`src/rtl/netirq_pkg.sv`:
```
package netirq_pkg;

  localparam int COMPACT_SLOTS = 4;
  localparam int EXT_SLOTS     = 7;

  // slot exists in the selected layout
  function automatic logic slot_ok(input logic ext, input int slot);
    return ext ? (slot < EXT_SLOTS) : (slot < COMPACT_SLOTS);
  endfunction

  // slot lives in the second status word
  function automatic logic uses_word_b(input logic ext, input int slot);
    return ext && (slot == 0);
  endfunction

  // base bit of a slot's port group inside its word
  function automatic int slot_base(input logic ext, input int slot);
    int b;
    b = 0;
    if (ext) begin
      case (slot)
        1: b = 24;
        2: b = 16;
        3: b = 28;
        4: b = 20;
        5: b = 8;
        default: b = 0;
      endcase
    end else begin
      case (slot)
        0: b = 16;
        1: b = 24;
        3: b = 8;
        default: b = 0;
      endcase
    end
    return b;
  endfunction

endpackage

```
`src/rtl/netirq_bitsel.sv`:
```
module netirq_bitsel #(
  parameter int WORD_W = 32,
  parameter int SLOT_W = 3,
  parameter int PORT_W = 2
) (
  input  logic              ext,
  input  logic              vld,
  input  logic [SLOT_W-1:0] slot,
  input  logic [PORT_W-1:0] port,
  output logic [WORD_W-1:0] mask_a,
  output logic [WORD_W-1:0] mask_b
);
  import netirq_pkg::*;

  localparam logic [WORD_W-1:0] ONE = WORD_W'(1);

  always_comb begin
    mask_a = '0;
    mask_b = '0;
    if (vld && slot_ok(ext, int'(slot))) begin
      if (uses_word_b(ext, int'(slot)))
        mask_b = ONE << port;
      else
        mask_a = ONE << (slot_base(ext, int'(slot)) + int'(port));
    end
  end

endmodule

```
`src/rtl/netirq_state.sv`:
```
module netirq_state #(
  parameter int WORD_W = 32
) (
  input  logic              clk,
  input  logic              rst,
  input  logic              ext,
  input  logic [WORD_W-1:0] set_a,
  input  logic [WORD_W-1:0] set_b,
  input  logic [WORD_W-1:0] clr_a,
  input  logic [WORD_W-1:0] clr_b,
  output logic [WORD_W-1:0] word_a,
  output logic [WORD_W-1:0] word_b,
  output logic              irq
);

  always_ff @(posedge clk) begin
    if (rst) begin
      word_a <= '0;
      word_b <= '0;
      irq    <= 1'b0;
    end else begin
      // clear first, set last: a same-bit collision keeps the bit
      word_a <= (word_a & ~clr_a) | set_a;
      word_b <= (word_b & ~clr_b) | set_b;
      irq    <= (|word_a) | (ext & (|word_b));
    end
  end

endmodule

```
`src/rtl/netirq_rdport.sv`:
```
module netirq_rdport #(
  parameter int WORD_W = 32,
  parameter int BYTE_W = 8,
  parameter int ADDR_W = 3
) (
  input  logic              clk,
  input  logic              rst,
  input  logic              ext,
  input  logic              rd_en,
  input  logic [ADDR_W-1:0] rd_addr,
  input  logic [WORD_W-1:0] word_a,
  input  logic [WORD_W-1:0] word_b,
  output logic [WORD_W-1:0] rd_data
);
  localparam int N_LANES = WORD_W / BYTE_W;
  localparam int LANE_W  = $clog2(N_LANES);
  localparam logic [ADDR_W-1:0] ADDR_WA = ADDR_W'(N_LANES);
  localparam logic [ADDR_W-1:0] ADDR_WB = ADDR_W'(N_LANES + 1);

  logic [WORD_W-1:0] lane [N_LANES];
  logic [WORD_W-1:0] nxt;

  // lane g shows the byte that sits g bytes below the top of word A
  for (genvar g = 0; g < N_LANES; g++) begin : g_lane
    assign lane[g] = WORD_W'(word_a[WORD_W-1-g*BYTE_W -: BYTE_W]);
  end

  always_comb begin
    nxt = '0;
    if (!ext) begin
      if (rd_addr < ADDR_WA)
        nxt = lane[rd_addr[LANE_W-1:0]];
    end else if (rd_addr == ADDR_WA) begin
      nxt = word_a;
    end else if (rd_addr == ADDR_WB) begin
      nxt = word_b;
    end
  end

  always_ff @(posedge clk) begin
    if (rst || !rd_en) rd_data <= '0;
    else               rd_data <= nxt;
  end

endmodule

```
`src/rtl/netirq_collector.sv`:
```
module netirq_collector #(
  parameter int WORD_W  = 32,
  parameter int BYTE_W  = 8,
  parameter int SLOT_W  = 3,
  parameter int N_PORTS = 4,
  parameter int ADDR_W  = 3,
  localparam int PORT_W = $clog2(N_PORTS)
) (
  input  logic              clk,
  input  logic              rst,
  input  logic              layout_ext,
  input  logic              set_vld,
  input  logic [SLOT_W-1:0] set_slot,
  input  logic [PORT_W-1:0] set_port,
  input  logic              clr_vld,
  input  logic [SLOT_W-1:0] clr_slot,
  input  logic [PORT_W-1:0] clr_port,
  input  logic              rd_en,
  input  logic [ADDR_W-1:0] rd_addr,
  output logic [WORD_W-1:0] rd_data,
  output logic              irq_out
);
  localparam int N_EV = 2;  // index 0: set, index 1: clear

  logic              ev_vld  [N_EV];
  logic [SLOT_W-1:0] ev_slot [N_EV];
  logic [PORT_W-1:0] ev_port [N_EV];
  logic [WORD_W-1:0] ev_ma   [N_EV];
  logic [WORD_W-1:0] ev_mb   [N_EV];
  logic [WORD_W-1:0] word_a, word_b;

  assign ev_vld[0]  = set_vld;
  assign ev_slot[0] = set_slot;
  assign ev_port[0] = set_port;
  assign ev_vld[1]  = clr_vld;
  assign ev_slot[1] = clr_slot;
  assign ev_port[1] = clr_port;

  for (genvar e = 0; e < N_EV; e++) begin : g_dec
    netirq_bitsel #(.WORD_W(WORD_W), .SLOT_W(SLOT_W), .PORT_W(PORT_W)) u_sel (
      .ext    (layout_ext),
      .vld    (ev_vld[e]),
      .slot   (ev_slot[e]),
      .port   (ev_port[e]),
      .mask_a (ev_ma[e]),
      .mask_b (ev_mb[e])
    );
  end

  netirq_state #(.WORD_W(WORD_W)) u_state (
    .clk    (clk),
    .rst    (rst),
    .ext    (layout_ext),
    .set_a  (ev_ma[0]),
    .set_b  (ev_mb[0]),
    .clr_a  (ev_ma[1]),
    .clr_b  (ev_mb[1]),
    .word_a (word_a),
    .word_b (word_b),
    .irq    (irq_out)
  );

  netirq_rdport #(.WORD_W(WORD_W), .BYTE_W(BYTE_W), .ADDR_W(ADDR_W)) u_rd (
    .clk     (clk),
    .rst     (rst),
    .ext     (layout_ext),
    .rd_en   (rd_en),
    .rd_addr (rd_addr),
    .word_a  (word_a),
    .word_b  (word_b),
    .rd_data (rd_data)
  );

endmodule

```
`config.mk`:
```
export PLATFORM = sky130hd
export DESIGN_NAME = netirq_collector
export DESIGN_NICKNAME = d
export VERILOG_FILES = /design/src/rtl/netirq_pkg.sv /design/src/rtl/netirq_bitsel.sv /design/src/rtl/netirq_state.sv /design/src/rtl/netirq_rdport.sv /design/src/rtl/netirq_collector.sv
export SDC_FILE = /design/constraint.sdc
export NUM_CORES = 1
export LEC_CHECK = 0
export ABC_AREA = 1
export BUFFER_PORTS_ARGS = -buffer_cell sky130_fd_sc_hd__buf_2
export CAP_MARGIN = 20
export CORE_ASPECT_RATIO = 1.1
export CORE_MARGIN = 4
export CORE_UTILIZATION = 41
export CTS_BUF_LIST = sky130_fd_sc_hd__clkbuf_2 sky130_fd_sc_hd__clkbuf_4 sky130_fd_sc_hd__clkbuf_8
export DETAILED_ROUTE_END_ITERATION = 12
export HOLD_SLACK_MARGIN = 0.12
export REMOVE_ABC_BUFFERS = 1
export SLEW_MARGIN = 20
export SYNTH_ARGS = -nofsm -noshare
export SYNTH_HDL_FRONTEND = slang
export SYNTH_SLANG_ARGS = --single-unit
```
`constraint.sdc`:
```
create_clock -name clk -period 2.4 [get_ports clk]
set_input_delay 0.24 -clock clk [delete_from_list [all_inputs] [get_ports clk]]
set_output_delay 0.24 -clock clk [all_outputs]
set_load 0.005 [all_outputs]
```
# Word-level counts from Yosys, hierarchy flattened
# Index checks and enable logic that the tools add are counted.
# classes
order_cmp	6
n_reduce_logical	12
addsub	2
eq_ne	12
shifts	4
mux	27
bitwise	9
# ops
op	n
$mux 32	20
$add 32x3->32	2
$and 32x32->32	2
$bmux 32 s2	1
$not 32->32	2
$or 32x32->32	2
$reduce_or 32->1	2
$shl 1x2->32 const A	2
$shl 1x32->32 const A	2
$pmux 5 s5	2
$pmux 5 s3	2
$eq 3x3->1 const B	6
$lt 3x3->1 const B	5
$eq 3x2->1 const B	4
$logic_not 3->1	4
$eq 3x1->1 const B	2
$logic_and 1x1->1	4
$ge 3x3->1 const B	1
$not 2->3	1
$mux 1	2
$and 1x1->1	1
$logic_not 1->1	1
$logic_or 1x1->1	1
$or 1x1->1	1
# totals
regBits	97
out_inout_bits	33

# Longest topological paths before layout
# Gate-level depths: netlist of the first run.
# depth
word_depth	12
ltp_mapped	10
depth_no_buf	10

# By module
# From an unflattened synthesis of the first run, not the netlist that was laid out.
# hier_totals
hier_cells	848
area_unflattened_um2	5454.0
# modules_own_cells
module	instances	cells_each	seq_area_each_um2	area_per_inst_um2
netirq_state	1	342	1301.2	2426.1
netirq_rdport	1	240	640.6	1636.6
netirq_bitsel	2	133	0.0	695.7

# Least setup slack after synthesis of the first run
# OpenSTA, ideal clock, no wires.
# synth_path
kind	input -> register
startpoint	input set_slot[1]
endpoint	register u_state.word_a[20]
stages	9
n_path_buf	1
setup_time_ns	0.070
required_time_ns	2.330
t_arrival_ns	1.295
setup_slack_ns	1.034
cell_sequence	inv_1 -> ha_1 -> inv_1 -> a21oi_1 -> nand2_1 -> nand2_2 -> buf_2 -> nand3_1 -> a21oi_1
# synth_via
elab_chain_len	10
# synth_lines
element	line	text
start: declaration	netirq_collector.sv:13	input logic [SLOT_W-1:0] set_slot,
$eq 3x3->1, or another cell as far along	netirq_pkg.sv:21	case (slot)
$pmux 5 s5 or $pmux 5 s3 (tied branches)	netirq_pkg.sv:21, netirq_pkg.sv:30	
$mux 32	netirq_pkg.sv:20	if (ext) begin
$mux 32	netirq_bitsel.sv:21	if (uses_word_b(ext, int'(slot)))
$mux 32	netirq_bitsel.sv:20	if (vld && slot_ok(ext, int'(slot))) begin
$add 32x3->32	netirq_bitsel.sv:24	mask_a = ONE << (slot_base(ext, int'(slot)) + int'(port));
$shl 1x32->32	netirq_bitsel.sv:24	
$mux 32	netirq_bitsel.sv:21	
$mux 32 (*)	netirq_bitsel.sv:20	
$or 32x32->32 (*)	netirq_state.sv:23	word_a <= (word_a & ~clr_a) | set_a;
end signal: assignment	netirq_state.sv:23	
end: declaration	netirq_state.sv:11	output logic [WORD_W-1:0] word_a,
# Every way passes the cells marked *; elsewhere a longest branch is shown, timed or not. The select of a mux whose other input is x is not followed.
# A chain may end at the register's enable or synchronous reset.

# Final worst setup path of the first run
# layout_path
startpoint	input set_slot[1]
endpoint	register u_state.word_a[1]
# The elaborated chain is that of the path after synthesis.

==> summary.log, run 1 <==
INFO  status         run_status=complete, no violations
INFO  timing         fin_skew=0.00754ns
INFO  timing         final-setup-viol-count=0
INFO  cts            clock_sink_count=69
INFO  yosys          most_area_hungry_cell_type_in_the_yosys_netlist=dfxtp_1
INFO  yosys          synth-xor-area-share=0%
INFO  die            pin_count=52
INFO  timing         slew_viol_final=0
INFO  yosys          most_repeated_cell_in_the_gate_level_netlist_after_synthesis=nand2_1
INFO  timing         maxSlewHeadroom=71.5%
INFO  cells_and_area drive_above_1_share=16.1%
INFO  cells_and_area fin_nets=528
INFO  cells_and_area areaGrowthSynthToFinish=16.9%
INFO  yosys          synth_top_family_by_area=simple AND/OR/NAND/NOR gates
INFO  route          route.layer.met1.wl=4040um
INFO  yosys          synth.ff_latch_count=69
INFO  placement      place_hpwl=7060um
INFO  cells_and_area antenna-diode-count=0
INFO  cts            max-clock-path-buffers=2
INFO  cts            cts.hold.buffers_added=0
INFO  yosys          synth_simple_gate_area_share=29.8%
INFO  setup_path     critical_path.max_fanout=17
INFO  yosys          synthesis.area_per_instance=6.95um2
INFO  grt            track_usage=19.8%
INFO  cts            root_buffer=clkbuf_8
INFO  die            dieArea=9160um2
INFO  yosys          share_of_synthesized_registers_carrying_an_async_set_or_reset=0%
INFO  yosys          netlist.area_leader.share=43.8%
INFO  power_and_ir_drop power_leakage=0.00153uW
INFO  die            die_w=91.6um
INFO  placement      place_congestion=0.954
INFO  die            placement_rows=33
INFO  route          route.met2.wl=4030um
INFO  yosys          synth-compound-area-share=15.7%
INFO  yosys          synthesis.instances=454
INFO  grt            grt_antenna_before_repair=0
INFO  cts            worst_setup_hold_path_clk_slew=0.07ns
INFO  route          topRoutingLayerUsed=met4
INFO  yosys          synth_area_leaders=dfxtp_1, nand2_1, a21oi_1
INFO  timing         grt_setup_unrepaired=false
INFO  timing         worst-slew-pin-transition=0.426ns
INFO  die            starting_density_of_the_core=42.2%
INFO  route          route.antenna.remaining_nets=0
INFO  route          detail_route.iter0.violations=189
INFO  power_and_ir_drop seq_power_share=50.6%
INFO  power_and_ir_drop internal_power=1700uW
INFO  yosys          synthAdderAreaFrac=1.19%
INFO  setup_path     required=2.68ns
INFO  route          drc=0
INFO  setup_path     regToRegStartpoint=u_state.word_a[28]$_SDFF_PP0_
INFO  cts            cts_tree=yes
INFO  power_and_ir_drop p_comb_share=9.7%
INFO  placement      placedCellCount=600
INFO  route          vias=3146
INFO  setup_path     critPathKind=in -> reg
INFO  timing         final-hold-violation-count=0
INFO  yosys          synth.cell_area=3150um2
INFO  cells_and_area layout.cells.non_filler=615
INFO  placement      numPortBuffers=51
INFO  run            timing.max_cap.violations=0
INFO  power_and_ir_drop clkPwrFrac=39.7%
INFO  yosys          synth_ff_type=dfxtp_1
INFO  die            die_y=100um
INFO  hold_path      hp-start=rd_addr[2]
INFO  grt            grt_pass1_vias=2821
INFO  yosys          synthesis.yosys.warnings=0
INFO  setup_path     worst-endpoint-arrival=1.81ns
INFO  cts            post_cts_resize_count=0
INFO  cts            cts-htree-levels=3
INFO  cts            cts-buffers-inserted=9
INFO  setup_path     cp-startpoint=set_slot[1]
INFO  timing         layout_min_cycle_time=1.53ns
INFO  power_and_ir_drop switchingPower=597uW
INFO  grt            grt_overflow=0
INFO  yosys          synth_commonest_cells=nand2_1, dfxtp_1, inv_1, a21oi_1, nor2_1
INFO  yosys          synth.distinct_cells=25
INFO  cts            cts_post_setup_buffers_inserted=0
INFO  timing         maxClockFrequency=0.653GHz
INFO  route          drt_wl_total=8980um
INFO  timing         final.period_utilization=63.8%
INFO  hold_path      hold_class=in -> reg
INFO  power_and_ir_drop swShare=26.0%
INFO  yosys          synth_enable_flop_cells=0
INFO  grt            first_pass_grt_wire_length=14200um
INFO  route          drt-wirelength-per-cell=14.6um
INFO  route          viasPerCell=5.12
INFO  grt            grt_start_max_net_pins=38
INFO  power_and_ir_drop ir_drop=0.313mV
INFO  timing         fin_setup_tns=0ns
INFO  yosys          fraction_of_the_yosys_area_taken_by_sequential_cells=43.8%
INFO  setup_path     end_kind=flop
INFO  setup_path     worstSetupStartpointType=input port
INFO  power_and_ir_drop cell_pwr_density=622nW/um2
INFO  cts            clkLatencyLatePin=0.35ns
INFO  route          firstDrtPassIters=5
INFO  yosys          yosys-mux-area-fraction=0%
INFO  route          routed-wl-met3=596um
INFO  die            core=7470um2
-- flip-flops by register name (all words and copies together) (netlist names) --
signal and cells:
u_rd.rd_data 32, u_state.irq 1, u_state.word_a 32, u_state.word_b 4
-- critical path, cell delays in order --
cell	delay [ns]
buf_2	0.13
inv_1	0.08
ha_1	0.29
inv_1	0.07
a21oi_1	0.06
nand2_1	0.07
nand2_2	0.21
nor2_4	0.35
nand2_1	0.14
a21oi_1	0.15
-- logic make-up after synthesis --
logic type,after synthesis
AOI/OAI and AO/OA,91
adders and majority gates,3
buffers and inverters,77
DFF,69
and+or+nand+nor,214
-- power by group through the flow --
stage	Clock [uW]	Sequential (uW)	Combinational [uW]
after floorplan	0	1180	134
after global placement	0	1190	218
after detailed placement	0	1190	220
after CTS	917	1160	221
after global routing	975	1160	249
final	910	1160	223
-- layout make-up --
| type | instances | area (um2) |
|---|---|---|
| Fill cell | 779 | 3790 |
| Multi-Input combinational cell | 308 | 1470 |
| Sequential cell | 69 | 1380 |
| Timing Repair Buffer | 54 | 278 |
| Inverter | 64 | 240 |
| Clock buffer | 10 | 131 |
| Tap cell | 105 | 131 |
| Clock inverter | 5 | 52.6 |
-- cell usage in the layout (no fill, tap or decap) --
cell type and instances:
o22ai_1 6, bufinv_16 1, buf_2 51, a21oi_1 55
a21boi_0 1, o221ai_1 7, nand3b_1 1, clkinv_2 3
inv_1 59, clkinv_1 1, nor4_1 6, dfxtp_1 69
nor3_1 7, clkinvlp_4 1, clkbuf_4 1, o31ai_1 1
o21ai_0 21, nor2_2 2, nand2_1 84, ha_1 3
nand2_2 3, nor2_4 1, inv_2 4, buf_4 3
nand3_1 48, nand3_2 3, clkbuf_8 9, nand4_1 4
nor2_1 55
-- metrics by stage --
step | hold slack [ns] | worst slack [ns] | util [%] | instance area [um2] | total power, uW
6_report | 0.253 | 0.870 | 49.3 | 3690 | 2290
5_1_grt | 0.276 | 0.714 | 49.3 | 3690 | 2380
4_1_cts | 0.253 | 0.877 | 49.3 | 3690 | 2300
3_5_place_dp | 0.456 | 0.516 | 46.9 | 3500 | 1410
3_3_place_gp | 0.460 | 0.551 | 46.9 | 3500 | 1400
2_1_floorplan | 0.309 | 0.989 | - | 3090 | 1320
-- layer usage --
| layer | global-route usage, % | vias up |
|---|---|---|
| met2 | 31.0 | 135 |
| met5 | 0 | - |
| li1 | - | 1587 |
| met1 | 26.2 | 1400 |
| met3 | 3.15 | 24 |
| met4 | 11.1 | 0 |
-- worst paths after layout --
kind | endpoint | slack, ns | depth (start not counted)
setup / recovery | u_state.word_a[1]$_SDFF_PP0_ | 0.87 | 10
hold / removal | u_rd.rd_data[4]$_SDFF_PP0_ | 0.25 | 4
setup reg to reg | u_state.irq$_SDFF_PP0_ | 1.23 | 6
hold reg to reg | u_state.word_a[2]$_SDFF_PP0_ | 0.46 | 2
Note: power is estimated with default switching activity, not from simulation.
==> run 2, diff against run 1 <==
==> constraint.sdc (replaced) <==
create_clock -name clk -period 1.3 [get_ports clk]
set_input_delay 0.13 -clock clk [delete_from_list [all_inputs] [get_ports clk]]
set_output_delay 0.13 -clock clk [all_outputs]
set_load 0.005 [all_outputs]
==> run 2 against run 1 <==
- first-iteration DRC count down 1.1%
- sequential share of layout area down 2.4 points
- worst setup slack worse by 0.68 ns
- critical endpoint is now u_state.word_a[20]$_SDFF_PP0_
==> summary.log, run 2 (synthesized netlist as in run 1, its figures left out) <==
INFO  status         run_status=complete, no violations [unchanged]
INFO  timing         final.setup.worst_slack=0.185ns [was 0.870 ns]
INFO  cells_and_area largest_registers=u_rd.rd_data (32), u_state.word_a (32), u_state.word_b (4) [unchanged]
INFO  timing         slew_viol_final=0 [unchanged]
INFO  cts            post_cts_resize_count=0 [unchanged]
INFO  power_and_ir_drop cell_pwr_density=1150nW/um2 [was 622 nW/um2]
INFO  die            placement_rows=33 [unchanged]
INFO  setup_path     critPathKind=in -> reg [unchanged]
INFO  cells_and_area mostFrequentLayoutCells=nand2_1, dfxtp_1, inv_1, nor2_1, a21oi_1 [unchanged]
INFO  cts            max-clock-path-buffers=2 [unchanged]
INFO  timing         maxSlewHeadroom=73.3% [was 71.5%]
INFO  cts            cts_post_setup_buffers_inserted=0 [unchanged]
INFO  cts            root_buffer=clkbuf_8 [unchanged]
INFO  timing         layout_min_cycle_time=1.12ns
INFO  grt            grt_antenna_before_repair=0 [unchanged]
INFO  route          firstDrtPassIters=5 [unchanged]
INFO  setup_path     end_kind=flop [unchanged]
INFO  route          vias=3250 [was 3146]
INFO  grt            grt_overflow=0 [unchanged]
INFO  cts            cts.hold.buffers_added=0 [unchanged]
INFO  setup_path     worstSetupStartpointType=input port [unchanged]
INFO  cells_and_area final_common_cell=nand2_1 [unchanged]
INFO  timing         final.period_utilization=85.8%
INFO  die            starting_density_of_the_core=42.2% [unchanged]
INFO  route          drc=0 [unchanged]
INFO  route          detail_route.iter0.violations=187 [was 189]
INFO  route          route.antenna.remaining_nets=0 [unchanged]
INFO  timing         maxClockFrequency=0.897GHz
INFO  setup_path     worst-endpoint-arrival=1.39ns [was 1.81 ns]
INFO  cells_and_area antenna-diode-count=0 [unchanged]
INFO  die            core=7470um2 [unchanged]
INFO  die            die_w=91.6um [unchanged]
INFO  hold_path      hold_class=in -> reg [unchanged]
INFO  placement      numPortBuffers=51 [unchanged]
INFO  placement      place_congestion=0.943 [was 0.954]
INFO  die            dieArea=9160um2 [unchanged]
INFO  cts            cts_tree=yes [unchanged]
INFO  die            pin_count=52 [unchanged]
INFO  power_and_ir_drop ir_drop=0.430mV [was 0.313 mV]
INFO  route          viasPerCell=5.05 [was 5.12]
INFO  grt            grt_pass1_vias=3052 [was 2821]
INFO  placement      dp_worst_setup_slack=-0.154ns [was 0.516 ns]
INFO  grt            first_pass_grt_wire_length=14700um [was 14200 um]
INFO  timing         fin_skew=0.0103ns [was 0.00754 ns]
INFO  route          drt-wirelength-per-cell=14.0um [was 14.6 um]
INFO  setup_path     required=1.58ns [was 2.68 ns]
INFO  cts            cts-buffers-inserted=9 [unchanged]
INFO  cts            cts-htree-levels=3 [unchanged]
INFO  cells_and_area areaGrowthSynthToFinish=25.0% [was 16.9%]
INFO  grt            grt_start_max_net_pins=38 [unchanged]
INFO  cts            clock_sink_count=69 [unchanged]
INFO  cells_and_area drive_above_1_share=20.4% [was 16.1%]
INFO  cells_and_area final_util=52.8% [was 49.3%]
INFO  setup_path     critical_path.max_fanout=8 [was 17]
INFO  cts            worst_setup_hold_path_clk_slew=0.07ns [about the same]
INFO  grt            track_usage=20.3% [was 19.8%]
INFO  timing         grt_setup_unrepaired=false [unchanged]
INFO  timing         final-setup-viol-count=0 [unchanged]
INFO  power_and_ir_drop power_leakage=0.00167uW [was 0.00153 uW]
INFO  cts            clkLatencyLatePin=0.35ns [about the same]
INFO  die            die_y=100um [unchanged]
INFO  timing         final-hold-violation-count=0 [unchanged]
INFO  cells_and_area fin_nets=555 [was 528]
INFO  timing         worst-slew-pin-transition=0.400ns [was 0.426 ns]
INFO  run            timing.max_cap.violations=0 [unchanged]
INFO  route          drt_wl_total=8990um [was 8980 um]
INFO  placement      place_hpwl=7090um [was 7060 um]
==> run 2: area by class of cell <==
| cell class | count | area [um2] |
|---|---|---|
| fillers | 758 | 3530 |
| multi-input cells | 308 | 1470 |
| flip-flops and latches | 69 | 1380 |
| repair buffers | 81 | 505 |
| inverters | 64 | 240 |
| well taps | 105 | 131 |
| clock buffers | 9 | 124 |
| clock inverters | 7 | 90.1 |
==> run 2: report_power, final <==
group          switching, uW  total, uW  leakage (uW)  internal [uW]
combinational            320        496       0.00101            176
sequential              11.6       2140      0.000556           2130
clock                    812       1880      0.000105           1070
==> run 2: path summary, 6_finish.rpt <==
check                                    start                            end  slack (ns)  cells past startpoint
setup reg to reg  u_state.word_a[0]$_SDFF_PP0_         u_state.irq$_SDFF_PP0_        0.19                      6
hold reg to reg   u_state.word_a[2]$_SDFF_PP0_   u_state.word_a[2]$_SDFF_PP0_        0.47                      2
setup / recovery                   set_slot[2]  u_state.word_a[20]$_SDFF_PP0_        0.18                     10
hold / removal                     set_port[0]   u_state.word_b[2]$_SDFF_PP0_        0.14                      4
==> run 2: stage by stage <==
stage                     power [uW]  instance area (um2)  hold slack [ns]  std cells  TNS [ns]
after CTS                       4540                 3940            0.133        643         0
after floorplan                 2430                 3090            0.199        441   -0.0225
after global placement          2680                 3730            0.458        627     -2.63
after detailed placement        2680                 3730            0.462        627     -3.67
final                           4520                 3940            0.140        643         0
after global routing            4710                 3940            0.165        643         0
==> run 2: critical path, stage by stage <==
cell     delay [ns]
buf_2          0.11
inv_2          0.05
ha_1           0.26
inv_1          0.07
nand2_1        0.06
nand3_2        0.06
nand2_1        0.20
nor2_1         0.23
nand3_1        0.09
a21oi_1        0.12
==> run 2: routing by layer <==
metal | wire (um) | vias to the layer above | global-route usage [%]
li1 | - | 1644 | -
met1 | 3950 | 1448 | 25.4
met2 | 4190 | 135 | 33.2
met3 | 540 | 23 | 3.07
met4 | 315 | 0 | 12.1
met5 | 0 | - | 0
